## src/rtl/dbg_pkg.sv

```systemverilog
package dbg_pkg;

    typedef enum logic [1:0] {
        XK_DESC_RD = 2'b00,
        XK_TX_RD   = 2'b01,
        XK_RX_WR   = 2'b10,
        XK_DESC_WR = 2'b11
    } xfer_kind_e;

    typedef enum logic [1:0] {
        DC_OK      = 2'b00,
        DC_BUSERR  = 2'b01,
        DC_ABORTED = 2'b10,
        DC_RSVD    = 2'b11
    } done_code_e;

    typedef enum logic [2:0] {
        S_IDLE   = 3'd0,
        S_ISSUE  = 3'd1,
        S_WAIT   = 3'd2,
        S_KILL   = 3'd3,
        S_CLOSE  = 3'd4,
        S_REJECT = 3'd5
    } seq_state_e;

    localparam int CFG_W    = 2;
    localparam int IEN_BIT  = 0;
    localparam int SRST_BIT = 1;

    // Reads are the only kinds whose error responses count as faults.
    function automatic logic kind_reports(input logic [1:0] k);
        return (k == XK_DESC_RD) || (k == XK_TX_RD);
    endfunction

endpackage

```

## src/rtl/dbg_ctrl_regs.sv

```systemverilog
module dbg_ctrl_regs
    import dbg_pkg::*;
(
    input  logic             clk,
    input  logic             rst_n,
    input  logic             cfg_wr,
    input  logic [CFG_W-1:0] cfg_wdata,
    output logic             irq_en,
    output logic             srst_q
);

    always_ff @(posedge clk or negedge rst_n) begin
        if (!rst_n) begin
            irq_en <= 1'b0;
            srst_q <= 1'b0;
        end else begin
            if (cfg_wr) begin
                irq_en <= cfg_wdata[IEN_BIT];
            end
            // Set only in the cycle after a write that carries the bit.
            srst_q <= cfg_wr && cfg_wdata[SRST_BIT];
        end
    end

endmodule

```

## src/rtl/dbg_xfer_seq.sv

```systemverilog
module dbg_xfer_seq
    import dbg_pkg::*;
#(
    parameter int AW = 32
) (
    input  logic          clk,
    input  logic          rst_n,
    input  logic          flush,
    input  logic          halted,
    input  logic          req_valid,
    output logic          req_ready,
    input  logic [1:0]    req_kind,
    input  logic          req_last,
    input  logic [AW-1:0] req_addr,
    output logic          done_valid,
    output logic [1:0]    done_code,
    output logic          bus_valid,
    input  logic          bus_ready,
    output logic [1:0]    bus_kind,
    output logic [AW-1:0] bus_addr,
    input  logic          beat_valid,
    input  logic          beat_err,
    input  logic          beat_last,
    output logic          eng_beat_valid,
    output logic          bus_kill,
    output logic          err_evt,
    output logic          closing,
    output logic          err_seen,
    output logic          last_q
);

    seq_state_e    state, nxt;
    logic [1:0]    kind_q;
    logic [AW-1:0] addr_q;
    logic          accept;

    assign accept  = (state == S_IDLE) && req_valid && !flush;
    assign err_evt = (state == S_WAIT) && beat_valid && beat_err && kind_reports(kind_q);

    // State register
    always_ff @(posedge clk or negedge rst_n) begin
        if (!rst_n) begin
            state <= S_IDLE;
        end else if (flush) begin
            state <= S_IDLE;
        end else begin
            state <= nxt;
        end
    end

    // Request capture and fault memory for the transaction in progress
    always_ff @(posedge clk or negedge rst_n) begin
        if (!rst_n) begin
            kind_q   <= 2'b00;
            addr_q   <= '0;
            last_q   <= 1'b0;
            err_seen <= 1'b0;
        end else if (accept) begin
            kind_q   <= req_kind;
            addr_q   <= req_addr;
            last_q   <= req_last;
            err_seen <= 1'b0;
        end else if (err_evt) begin
            err_seen <= 1'b1;
        end
    end

    // Next-state logic
    always_comb begin
        nxt = state;
        unique case (state)
            S_IDLE: begin
                if (req_valid) begin
                    nxt = halted ? S_REJECT : S_ISSUE;
                end
            end
            S_ISSUE: begin
                if (bus_ready) begin
                    nxt = S_WAIT;
                end
            end
            S_WAIT: begin
                if (beat_valid) begin
                    if (err_evt && (kind_q == XK_DESC_RD)) begin
                        nxt = S_KILL;
                    end else if (beat_last) begin
                        nxt = S_CLOSE;
                    end
                end
            end
            S_KILL:   nxt = S_IDLE;
            S_CLOSE:  nxt = S_IDLE;
            S_REJECT: nxt = S_IDLE;
            default:  nxt = S_IDLE;
        endcase
    end

    // Outputs
    always_comb begin
        req_ready      = (state == S_IDLE) && !flush;
        bus_valid      = (state == S_ISSUE);
        bus_addr       = addr_q;
        bus_kind       = kind_q;
        eng_beat_valid = (state == S_WAIT) && beat_valid;
        bus_kill       = 1'b0;
        done_valid     = 1'b0;
        done_code      = DC_OK;
        closing        = 1'b0;
        unique case (state)
            S_KILL: begin
                bus_kill   = 1'b1;
                done_valid = 1'b1;
                done_code  = DC_BUSERR;
            end
            S_CLOSE: begin
                closing    = 1'b1;
                done_valid = 1'b1;
                done_code  = err_seen ? DC_BUSERR : DC_OK;
            end
            S_REJECT: begin
                done_valid = 1'b1;
                done_code  = DC_ABORTED;
            end
            default: begin
                done_valid = 1'b0;
            end
        endcase
    end

endmodule

```

## src/rtl/dbg_err_track.sv

```systemverilog
module dbg_err_track
    import dbg_pkg::*;
(
    input  logic       clk,
    input  logic       rst_n,
    input  logic       flush,
    input  logic       err_evt,
    input  logic       closing,
    input  logic       err_seen,
    input  logic       last_q,
    input  logic [1:0] kind,
    input  logic       irq_en,
    output logic       halted,
    output logic       irq,
    output logic       tx_err_data,
    output logic       tx_err_close
);

    always_ff @(posedge clk or negedge rst_n) begin
        if (!rst_n) begin
            halted      <= 1'b0;
            tx_err_data <= 1'b0;
        end else if (flush) begin
            halted      <= 1'b0;
            tx_err_data <= 1'b0;
        end else begin
            if (err_evt) begin
                halted <= 1'b1;
            end
            tx_err_data <= err_evt && (kind == XK_TX_RD) && !last_q;
        end
    end

    assign tx_err_close = closing && err_seen && (kind == XK_TX_RD) && last_q;
    assign irq          = halted && irq_en;

endmodule

```

## src/rtl/dma_berr_guard.sv

```systemverilog
module dma_berr_guard
    import dbg_pkg::*;
#(
    parameter int AW = 32
) (
    input  logic          clk,
    input  logic          rst_n,
    input  logic          cfg_wr,
    input  logic [1:0]    cfg_wdata,
    output logic          srst_pending,
    output logic          irq,
    input  logic          req_valid,
    output logic          req_ready,
    input  logic [1:0]    req_kind,
    input  logic          req_last,
    input  logic [AW-1:0] req_addr,
    output logic          done_valid,
    output logic [1:0]    done_code,
    output logic          bus_valid,
    input  logic          bus_ready,
    output logic [1:0]    bus_kind,
    output logic [AW-1:0] bus_addr,
    input  logic          beat_valid,
    input  logic          beat_err,
    input  logic          beat_last,
    output logic          eng_beat_valid,
    output logic          bus_kill,
    output logic          tx_err_data,
    output logic          tx_err_close
);

    logic irq_en;
    logic halted;
    logic err_evt;
    logic closing;
    logic err_seen;
    logic last_q;

    dbg_ctrl_regs u_regs (
        .clk       (clk),
        .rst_n     (rst_n),
        .cfg_wr    (cfg_wr),
        .cfg_wdata (cfg_wdata),
        .irq_en    (irq_en),
        .srst_q    (srst_pending)
    );

    dbg_xfer_seq #(.AW(AW)) u_seq (
        .clk            (clk),
        .rst_n          (rst_n),
        .flush          (srst_pending),
        .halted         (halted),
        .req_valid      (req_valid),
        .req_ready      (req_ready),
        .req_kind       (req_kind),
        .req_last       (req_last),
        .req_addr       (req_addr),
        .done_valid     (done_valid),
        .done_code      (done_code),
        .bus_valid      (bus_valid),
        .bus_ready      (bus_ready),
        .bus_kind       (bus_kind),
        .bus_addr       (bus_addr),
        .beat_valid     (beat_valid),
        .beat_err       (beat_err),
        .beat_last      (beat_last),
        .eng_beat_valid (eng_beat_valid),
        .bus_kill       (bus_kill),
        .err_evt        (err_evt),
        .closing        (closing),
        .err_seen       (err_seen),
        .last_q         (last_q)
    );

    dbg_err_track u_track (
        .clk          (clk),
        .rst_n        (rst_n),
        .flush        (srst_pending),
        .err_evt      (err_evt),
        .closing      (closing),
        .err_seen     (err_seen),
        .last_q       (last_q),
        .kind         (bus_kind),
        .irq_en       (irq_en),
        .halted       (halted),
        .irq          (irq),
        .tx_err_data  (tx_err_data),
        .tx_err_close (tx_err_close)
    );

endmodule

```

## config.mk

```make
export PLATFORM = sky130hd
export DESIGN_NAME = dma_berr_guard
export DESIGN_NICKNAME = d
export VERILOG_FILES = /design/src/rtl/dbg_pkg.sv /design/src/rtl/dbg_ctrl_regs.sv /design/src/rtl/dbg_xfer_seq.sv /design/src/rtl/dbg_err_track.sv /design/src/rtl/dma_berr_guard.sv
export SDC_FILE = /design/constraint.sdc
export NUM_CORES = 1
export LEC_CHECK = 0
export ABC_AREA = 1
export CAP_MARGIN = 15
export CORE_ASPECT_RATIO = 1.2
export CORE_UTILIZATION = 45
export CTS_BUF_LIST = sky130_fd_sc_hd__clkbuf_4
export CTS_CLUSTER_DIAMETER = 50
export DETAILED_ROUTE_END_ITERATION = 12
export HOLD_SLACK_MARGIN = 0.03
export PLACE_DENSITY = 0.86
export SLEW_MARGIN = 15
export SYNTH_ARGS = -nofsm -noshare
export SYNTH_HDL_FRONTEND = slang
export SYNTH_HIERARCHICAL = 1
export SYNTH_SLANG_ARGS = --single-unit
export TNS_END_PERCENT = 20
```

## constraint.sdc

```tcl
create_clock -name clk -period 2 [get_ports clk]
set_input_delay 0.4 -clock clk [delete_from_list [all_inputs] [get_ports clk]]
set_output_delay 0.4 -clock clk [all_outputs]
set_load 0.1 [all_outputs]
```

==> results of run 1 <==
## metrics by stage
| stage | hold WS, ns | instance area, um^2 | TNS (ns) | util, % |
|---|---|---|---|---|
| floorplan | 0.104 | 1920 | -0.281 | - |
| global placement | 0.345 | 2880 | 0 | 72.5 |
| detailed placement | 0.356 | 2880 | 0 | 72.5 |
| CTS | 0.493 | 2970 | 0 | 74.6 |
| global route | 0.506 | 2970 | -0.0239 | 74.8 |
| finish | 0.490 | 2970 | 0 | 74.8 |
## per-layer routing
| layer | part of all wire [%] | vias to the layer above | GRT usage (%) |
|---|---|---|---|
| li1 | - | 872 | - |
| met5 | 0 | - | 0 |
| met2 | 53 | 77 | 41.3 |
| met3 | 6.3 | 6 | 5.14 |
| met1 | 40 | 777 | 23.9 |
| met4 | 0.95 | 0 | 7.32 |
## cell families (layout without fill, tap and decap cells)
| family | Yosys count | count (layout) | share of synthesized area [%] |
|---|---|---|---|
| DFF | 43 | 43 | 57.6 |
| and+or+nand+nor | 80 | 80 | 18.1 |
| buffers and inverters | 59 | 155 | 12.7 |
| AOI/OAI and AO/OA | 43 | 43 | 11.6 |
## state kept, by name, indices dropped and copies added (netlist names)
name	count
u_track/tx_err_data	1
u_regs/srst_q	1
u_track/halted	1
u_seq/state	3
u_seq/err_seen	1
u_seq/bus_kind	2
u_seq/last_q	1
u_seq/bus_addr	32
u_regs/irq_en	1
## layout make-up
| cell class | count | area share, % |
|---|---|---|
| inverter | 52 | 6.57 |
| tap | 54 | 2.27 |
| clock buffer | 6 | 1.52 |
| sequential | 43 | 36.3 |
| multi-input combinational | 123 | 20.7 |
| timing repair buffer | 95 | 32.3 |
| clock inverter | 2 | 0.421 |
## how the worst max path moves through the flow
stage                           to  cells after the start
floorplan             tx_err_close                      2
global placement    eng_beat_valid                      4
detailed placement  eng_beat_valid                      4
CTS                   tx_err_close                      6
global route          done_code[0]                      6
finish                done_code[0]                      6
## layout by cell type, fill, tap and decap left out, drive strengths merged
cell type / instances
dlygate4sd3: 1
clkinv: 1
clkbuf: 6
nand2: 52
dfrtp: 43
a31oi: 1
nor2: 15
a21oi: 2
clkinvlp: 1
nand4: 2
clkdlybuf4s50: 43
inv: 52
nor3: 3
o21ai: 40
nand3: 8
buf: 51
## critical path, delay by kind of cell, from the launching register on
kind	cells	cell delay [ns]
compound gates	1	0.07
buf+inv	3	0.44
flops	1	0.42
simple gates	2	0.26
## what timing repair did
action / 4_1_cts / 5_1_grt
endpoints found under the setup margin: 1 / 2
setup buffers: 2 / 0
endpoints found under the hold margin: 18 / 0
resized for setup: 1 / 2
hold buffers: 1 / 0
==> impl_metrics.env, run 1 <==
export IMPL_pre_cts_slack_ns=0.205
export IMPL_htreeDepth=2
export IMPL_r2r_start="u_seq/state[0]"
export IMPL_placed_cells=364
export IMPL_r2r_setup_slack_ns=0.43
export IMPL_crit_arrival_ns=1.52
export IMPL_layout_min_cycle_time_ns=1.92
export IMPL_slew_viol_final=0
export IMPL_final_seq_area_um2=1080
export IMPL_vias=1732
export IMPL_max_cap_violations=0
export IMPL_final_layout_size_suffix_gt1_share_pct=23.4
export IMPL_critPathKind="reg2out"
export IMPL_synth_cell_type_count=16
export IMPL_worstReg2RegEnd="u_seq/state[0]"
export IMPL_setup_worst_path_start="u_seq/state[2]"
export IMPL_syn_avg_cell_area_um2=8.30
export IMPL_firstDrtPassIters=4
export IMPL_drt_wirelength_per_cell_um=11.8
export IMPL_start_util_pct=47.0
export IMPL_synth_flop_cell="dfrtp_1"
export IMPL_syn_inst=225
export IMPL_synth_edf_count=0
export IMPL_via_per_inst=4.62
export IMPL_status="complete, no violations"
export IMPL_yosys_warnings=6
export IMPL_grt_usage_pct=22.1
export IMPL_clock_latency_ns=0.34
export IMPL_period_share_pct=96.2
export IMPL_max_freq_mhz=520
export IMPL_ant_nets=0
export IMPL_gr_total_overflow=0
export IMPL_synth_top_area_share_pct=57.6
export IMPL_cts_buffer_depth=2
export IMPL_setup_ws_ns=0.0769
export IMPL_grt_max_degree=45
export IMPL_syn_area_um2=1870
export IMPL_wirelength_um=4430
export IMPL_port_buffer_count=89
export IMPL_synth_nets=270
export IMPL_nets=365
export IMPL_final_cells=375
export IMPL_path_cells="inv_2 -> nand2_2 -> nor2_4 -> inv_2 -> o21ai_4 -> buf_12"
export IMPL_synth_most_common_cell="inv_1"
export IMPL_routabilityCongestion=0.880
export IMPL_cts_sinks=43
export IMPL_path_max_fanout=8
export IMPL_cts_clk_slew_worst_paths_ns=0.12
export IMPL_multi_input_area_um2=614
export IMPL_drc=0
export IMPL_first_global_vias=1749
export IMPL_num_rows=25
export IMPL_die_area_um2=4410
export IMPL_worst_slew_pin_slew_ns=0.454
export IMPL_critPathSlowestCell="dfrtp_1"
export IMPL_cts_tree="done"
export IMPL_hold_path_class="reg2reg"
export IMPL_hp_start="u_regs/irq_en"
export IMPL_cts_made_buffers=5
export IMPL_fillCellCount=289
export IMPL_rsz0062_at_grt="true"
export IMPL_relSlewSlack_pct=69.8
export IMPL_area_delta_synth_final_pct=59.1
export IMPL_worst_hold_path_endpoint="u_regs/irq_en"
export IMPL_async_flop_share_pct=100
export IMPL_synth_top_area_cell="dfrtp_1"
export IMPL_cp_common_cell="inv_2"
export IMPL_cp_required_ns=1.60
export IMPL_chipHeight_um=72.6
export IMPL_skew_ns=0.00933
export IMPL_hold_viol_final=0
export IMPL_setup_viol=0
export IMPL_pin_count=90
export IMPL_yosys_register_bits=43
export IMPL_cp_start_kind="flip-flop"
export IMPL_cts_root_buffer="clkbuf_4"
export IMPL_yosysSeqAreaShare_pct=57.6
export IMPL_antenna_found_initial=0
export IMPL_synthTopCellsByCount="52 x inv_1, 51 x nand2_1, 43 x dfrtp_1, 40 x o21ai_0, 13 x nor2_1"
export IMPL_slowest_delay_ns=0.42
export IMPL_grt_pass1_wl_um=7200
export IMPL_reg2regPathDepth=6
export IMPL_die_w_um=60.8
export IMPL_place_hpwl_um=3450
export IMPL_critPathCaptureType="primary output"
export IMPL_diodes=0
export IMPL_synthTopCellsByArea="dfrtp_1 58%, o21ai_0 11%, inv_1 10%, nand2_1 10%, nor2_1 2.6%"
export IMPL_core_um2=3970
export IMPL_drt_initial_drc_count=88
export IMPL_hold_path_cell_count=2
Power of run 1 is left out: the tool's default activity adds up to more than one toggle a clock period on the data nets, which glitch-free logic cannot reach.
==> inputs of run 2 (changes only) <==
Settings changed: PLACE_DENSITY 0.86 to 0.87, RECOVER_POWER set to 25.
==> impl_metrics.env, run 2 (synthesis gave the netlist of run 1 again) <==
export IMPL_layout_min_cycle_time_ns=1.94
export IMPL_routabilityCongestion=0.915
export IMPL_period_share_pct=96.8
export IMPL_reg2regPathDepth=6
export IMPL_largest_reg_flops=32
export IMPL_endpoint="tx_err_close"
export IMPL_setup_ws_ns=0.0645
export IMPL_relSlewSlack_pct=21.2
export IMPL_num_rows=25
export IMPL_drt_wirelength_per_cell_um=11.2
export IMPL_status="complete, no violations"
export IMPL_wirelength_um=4190
export IMPL_multi_input_area_um2=609
export IMPL_cts_buffer_depth=2
export IMPL_htreeDepth=2
export IMPL_chipHeight_um=72.6
export IMPL_path_max_fanout=5
export IMPL_r2r_start="u_seq/state[0]"
export IMPL_cp_required_ns=1.60
export IMPL_final_seq_area_um2=1080
export IMPL_gr_total_overflow=0
export IMPL_hold_path_class="reg2reg"
export IMPL_cts_made_buffers=5
export IMPL_hold_ws_ns=0.490
export IMPL_worst_slew_pin_slew_ns=1.18
export IMPL_ant_nets=0
export IMPL_final_util_pct=74.4
export IMPL_max_cap_violations=0
export IMPL_die_w_um=60.8
export IMPL_cts_root_buffer="clkbuf_4"
export IMPL_r2r_setup_slack_ns=0.51
export IMPL_drc=0
export IMPL_setup_viol=0
export IMPL_setup_worst_path_start="u_seq/state[0]"
export IMPL_drt_initial_drc_count=84
export IMPL_antenna_found_initial=0
export IMPL_max_freq_mhz=517
export IMPL_rsz0062_at_grt="true"
export IMPL_tns_ns=0
export IMPL_worstReg2RegEnd="u_seq/state[0]"
export IMPL_slew_viol_final=0
export IMPL_layout_common_cells="50 x nand2_1, 50 x inv_1, 42 x clkdlybuf4s50_1, 42 x dfrtp_1"
export IMPL_crit_arrival_ns=1.54
export IMPL_core_um2=3970
export IMPL_cts_sinks=43
export IMPL_place_hpwl_um=3270
export IMPL_grt_pass1_wl_um=7040
export IMPL_grt_max_degree=48
export IMPL_final_layout_size_suffix_gt1_share_pct=22.2
export IMPL_via_per_inst=4.56
export IMPL_clock_latency_ns=0.34
export IMPL_pre_cts_slack_ns=0.219
export IMPL_area_delta_synth_final_pct=58.3
export IMPL_hold_viol_final=0
export IMPL_cts_clk_slew_worst_paths_ns=0.13
export IMPL_skew_ns=0.0144
export IMPL_grt_usage_pct=21.2
export IMPL_cts_tree="done"
export IMPL_fillCellCount=298
export IMPL_nets=364
export IMPL_firstDrtPassIters=4
export IMPL_vias=1706
export IMPL_diodes=0
export IMPL_pin_count=90
export IMPL_start_util_pct=47.0
export IMPL_port_buffer_count=89
export IMPL_critPathKind="reg2out"
export IMPL_first_global_vias=1630
export IMPL_hp_start="u_regs/irq_en"
export IMPL_die_area_um2=4410
export IMPL_cp_start_kind="flip-flop"
export IMPL_critPathCaptureType="primary output"
==> run 2: changes by cell type in the layout (fill, tap and decap cells not counted), sizes merged <==
cell / delta
clkinvlp: -1
clkinv: +1
clkdlybuf4s50: -1
buf: -2
inv: +1
dlygate4sd3: +1
==> run 2: per-layer routing <==
metal  vias to the layer above  global-route usage [%]  part of all wire (%)
met5                         -                       0                     0
met1                       771                    25.3                    42
met4                         0                    7.58                   1.3
met2                        58                    37.4                    51
li1                        871                       -                     -
met3                         6                    4.08                   5.4
==> run 2: cell type report <==
cell class	count	area share [%]
sequential	43	36.4
timing repair buffer	94	32.1
multi-input combinational	123	20.6
inverter	52	6.69
tap	54	2.29
clock buffer	5	1.27
clock inverter	3	0.592
==> run 2: worst min path at each step <==
| stage | end | depth (start not counted) |
|---|---|---|
| after detailed placement | u_seq/bus_addr[4] | 1 |
| after CTS | u_regs/irq_en | 2 |
| after floorplan | u_regs/irq_en | 0 |
| final | u_regs/irq_en | 2 |
| after global routing | u_regs/irq_en | 2 |
| after global placement | u_seq/bus_addr[3] | 1 |
==> run 2: repair_timing <==
item                       CTS  global route
hold buffers                 1             0
buffers inserted             1             0
setup endpoints to repair    1             4
hold endpoints to repair    22             0
resized for setup            1             1
==> run 2: critical path: stages (launching register included) <==
cell and delay [ns]:
dfrtp_1 0.45, nor2_2 0.15, nand2_1 0.12, inv_1 0.07, nand3_1 0.12, nor2_4 0.12, buf_12 0.18
==> run 2: metrics by stage <==
step	cells	area [um^2]
after floorplan	225	1920
after global placement	364	2880
after detailed placement	364	2880
after CTS	374	2960
after global routing	374	2960
final	374	2960
Power of run 2 is left out for the same reason.
==> inputs of run 3 (changes only) <==
Settings changed: ABC_AREA 1 to unset.
==> impl_metrics.env, run 3 <==
export IMPL_r2r_start="u_seq/state[1]"
export IMPL_drt_initial_drc_count=32
export IMPL_synth_top_area_share_pct=56.5
export IMPL_hold_viol_final=0
export IMPL_via_per_inst=4.99
export IMPL_synth_nets=165
export IMPL_skew_ns=0.00967
export IMPL_synth_flop_cell="dfrtp_1"
export IMPL_nets=262
export IMPL_crit_arrival_ns=1.50
export IMPL_cts_made_buffers=5
export IMPL_critPathCaptureType="primary output"
export IMPL_slew_viol_final=0
export IMPL_met2_usage_pct=34.5
export IMPL_layout_common_cells="43 x clkdlybuf4s50_1, 40 x dfrtp_1, 37 x buf_4"
export IMPL_reg2regPathDepth=5
export IMPL_die_w_um=61.4
export IMPL_die_area_um2=4490
export IMPL_synth_most_common_cell="dfrtp_1"
export IMPL_htreeDepth=2
export IMPL_syn_avg_cell_area_um2=15.9
export IMPL_cp_required_ns=1.60
export IMPL_critPathKind="reg2out"
export IMPL_num_rows=25
export IMPL_cts_buffer_depth=2
export IMPL_drc=0
export IMPL_grt_busiest_layer="met2"
export IMPL_status="complete, no violations"
export IMPL_port_buffer_count=89
export IMPL_grt_pass1_wl_um=6570
export IMPL_rsz0062_at_grt="false"
export IMPL_worst_slew_pin_slew_ns=1.37
export IMPL_period_share_pct=94.9
export IMPL_chipHeight_um=73.2
export IMPL_vias=1356
export IMPL_ant_nets=0
export IMPL_path_max_fanout=5
export IMPL_antenna_found_initial=0
export IMPL_cts_tree="done"
export IMPL_cp_start_kind="flip-flop"
export IMPL_layout_min_cycle_time_ns=1.90
export IMPL_clock_latency_ns=0.34
export IMPL_synth_edf_count=0
export IMPL_routabilityCongestion=0.887
export IMPL_firstDrtPassIters=4
export IMPL_async_flop_share_pct=100
export IMPL_mostFrequentLayoutCell="clkdlybuf4s50_1"
export IMPL_final_layout_size_suffix_gt1_share_pct=50.5
export IMPL_cts_sinks=43
export IMPL_drt_wirelength_per_cell_um=15.5
export IMPL_synth_cell_type_count=29
export IMPL_syn_inst=120
export IMPL_yosys_register_bits=43
export IMPL_gr_usage_met3_pct=5.32
export IMPL_cts_hold_fix_buffers=0
export IMPL_largest_reg_flops=32
export IMPL_wirelength_um=4210
export IMPL_start_util_pct=47.5
export IMPL_yosysSeqAreaShare_pct=56.5
export IMPL_grt_use_met1_pct=23.9
export IMPL_max_freq_mhz=527
export IMPL_r2r_setup_slack_ns=0.46
export IMPL_hold_path_class="in2async"
export IMPL_max_cap_violations=0
export IMPL_synth_top_area_cell="dfrtp_1"
export IMPL_relSlewSlack_pct=8.77
export IMPL_place_hpwl_um=3260
export IMPL_cts_root_buffer="clkbuf_4"
export IMPL_final_cells=272
export IMPL_synthTopCellsByCount="43 x dfrtp_1, 30 x mux2_4, 7 x nor2_1, 6 x mux2_2, 4 x buf_6"
export IMPL_grt_max_degree=28
export IMPL_diodes=0
export IMPL_syn_area_um2=1900
export IMPL_core_um2=4000
export IMPL_area_delta_synth_final_pct=57.1
export IMPL_cts_clk_slew_worst_paths_ns=0.12
export IMPL_setup_viol=0
export IMPL_placed_cells=262
export IMPL_worstReg2RegEnd="u_seq/bus_addr[22]"
export IMPL_gr_total_overflow=0
export IMPL_synthTopCellsByArea="dfrtp_1 57%, mux2_4 24%, mux2_2 3.6%, buf_6 2.4%, nor2_1 1.4%"
export IMPL_grt_usage_pct=20.2
export IMPL_first_global_vias=1393
export IMPL_pin_count=90
export IMPL_yosys_warnings=6
## run 3: through the flow
step	instance area, um^2	setup slack [ns]	hold WS, ns	TNS [ns]	utilization [%]
after global placement	2910	0.135	0.412	0	72.8
final	2990	0.101	0.341	0	74.7
after floorplan	1930	-0.311	0.104	-0.816	-
after CTS	2980	0.0419	0.0355	0	74.5
after global routing	2990	0.0212	0.441	0	74.7
after detailed placement	2910	0.108	0.426	0	72.8
## run 3: cell families after synthesis
group	after synthesis	synth area share [%]
compound gates	5	2.30
buf+inv	7	3.02
mux	36	27.2
flops	43	56.5
simple gates	29	10.9
## run 3: routing by layer
metal,share of wire (%),up-vias,routed length [um]
met5,0,-,0
met1,39,669,1650
met2,52,65,2200
li1,-,613,-
met4,1.6,0,68
met3,7.0,9,293
## run 3: final cells by class
class                   count  area, um^2
flip-flops and latches     43        1080
fillers                   270        1010
repair buffers             95         977
multi-input cells          70         806
well taps                  54        67.6
clock buffers               6        45.0
clock inverters             2        7.51
inverters                   2        7.51
## run 3: worst max path at each step
stage | from | to | cells after the start
detailed placement | req_valid | u_seq/bus_addr[22] | 5
CTS | u_seq/state[1] | tx_err_close | 5
floorplan | u_seq/bus_kind[0] | tx_err_close | 2
finish | u_seq/state[2] | eng_beat_valid | 3
global placement | req_valid | u_seq/bus_addr[16] | 5
global route | u_seq/state[0] | tx_err_close | 4
## run 3: what timing repair did
action                                  4_1_cts  5_1_grt
pin swaps                                     0        1
endpoints found under the setup margin        2        3
gates cloned                                  0        0
gates resized for setup                       1        3
buffers inserted                              2        0
## run 3: worst max-delay path, cell delays in order (launching register included)
cell      delay (ns)
dfrtp_2         0.46
buf_4           0.17
and4bb_2        0.34
buf_12          0.18
Power of run 3 is left out for the same reason.
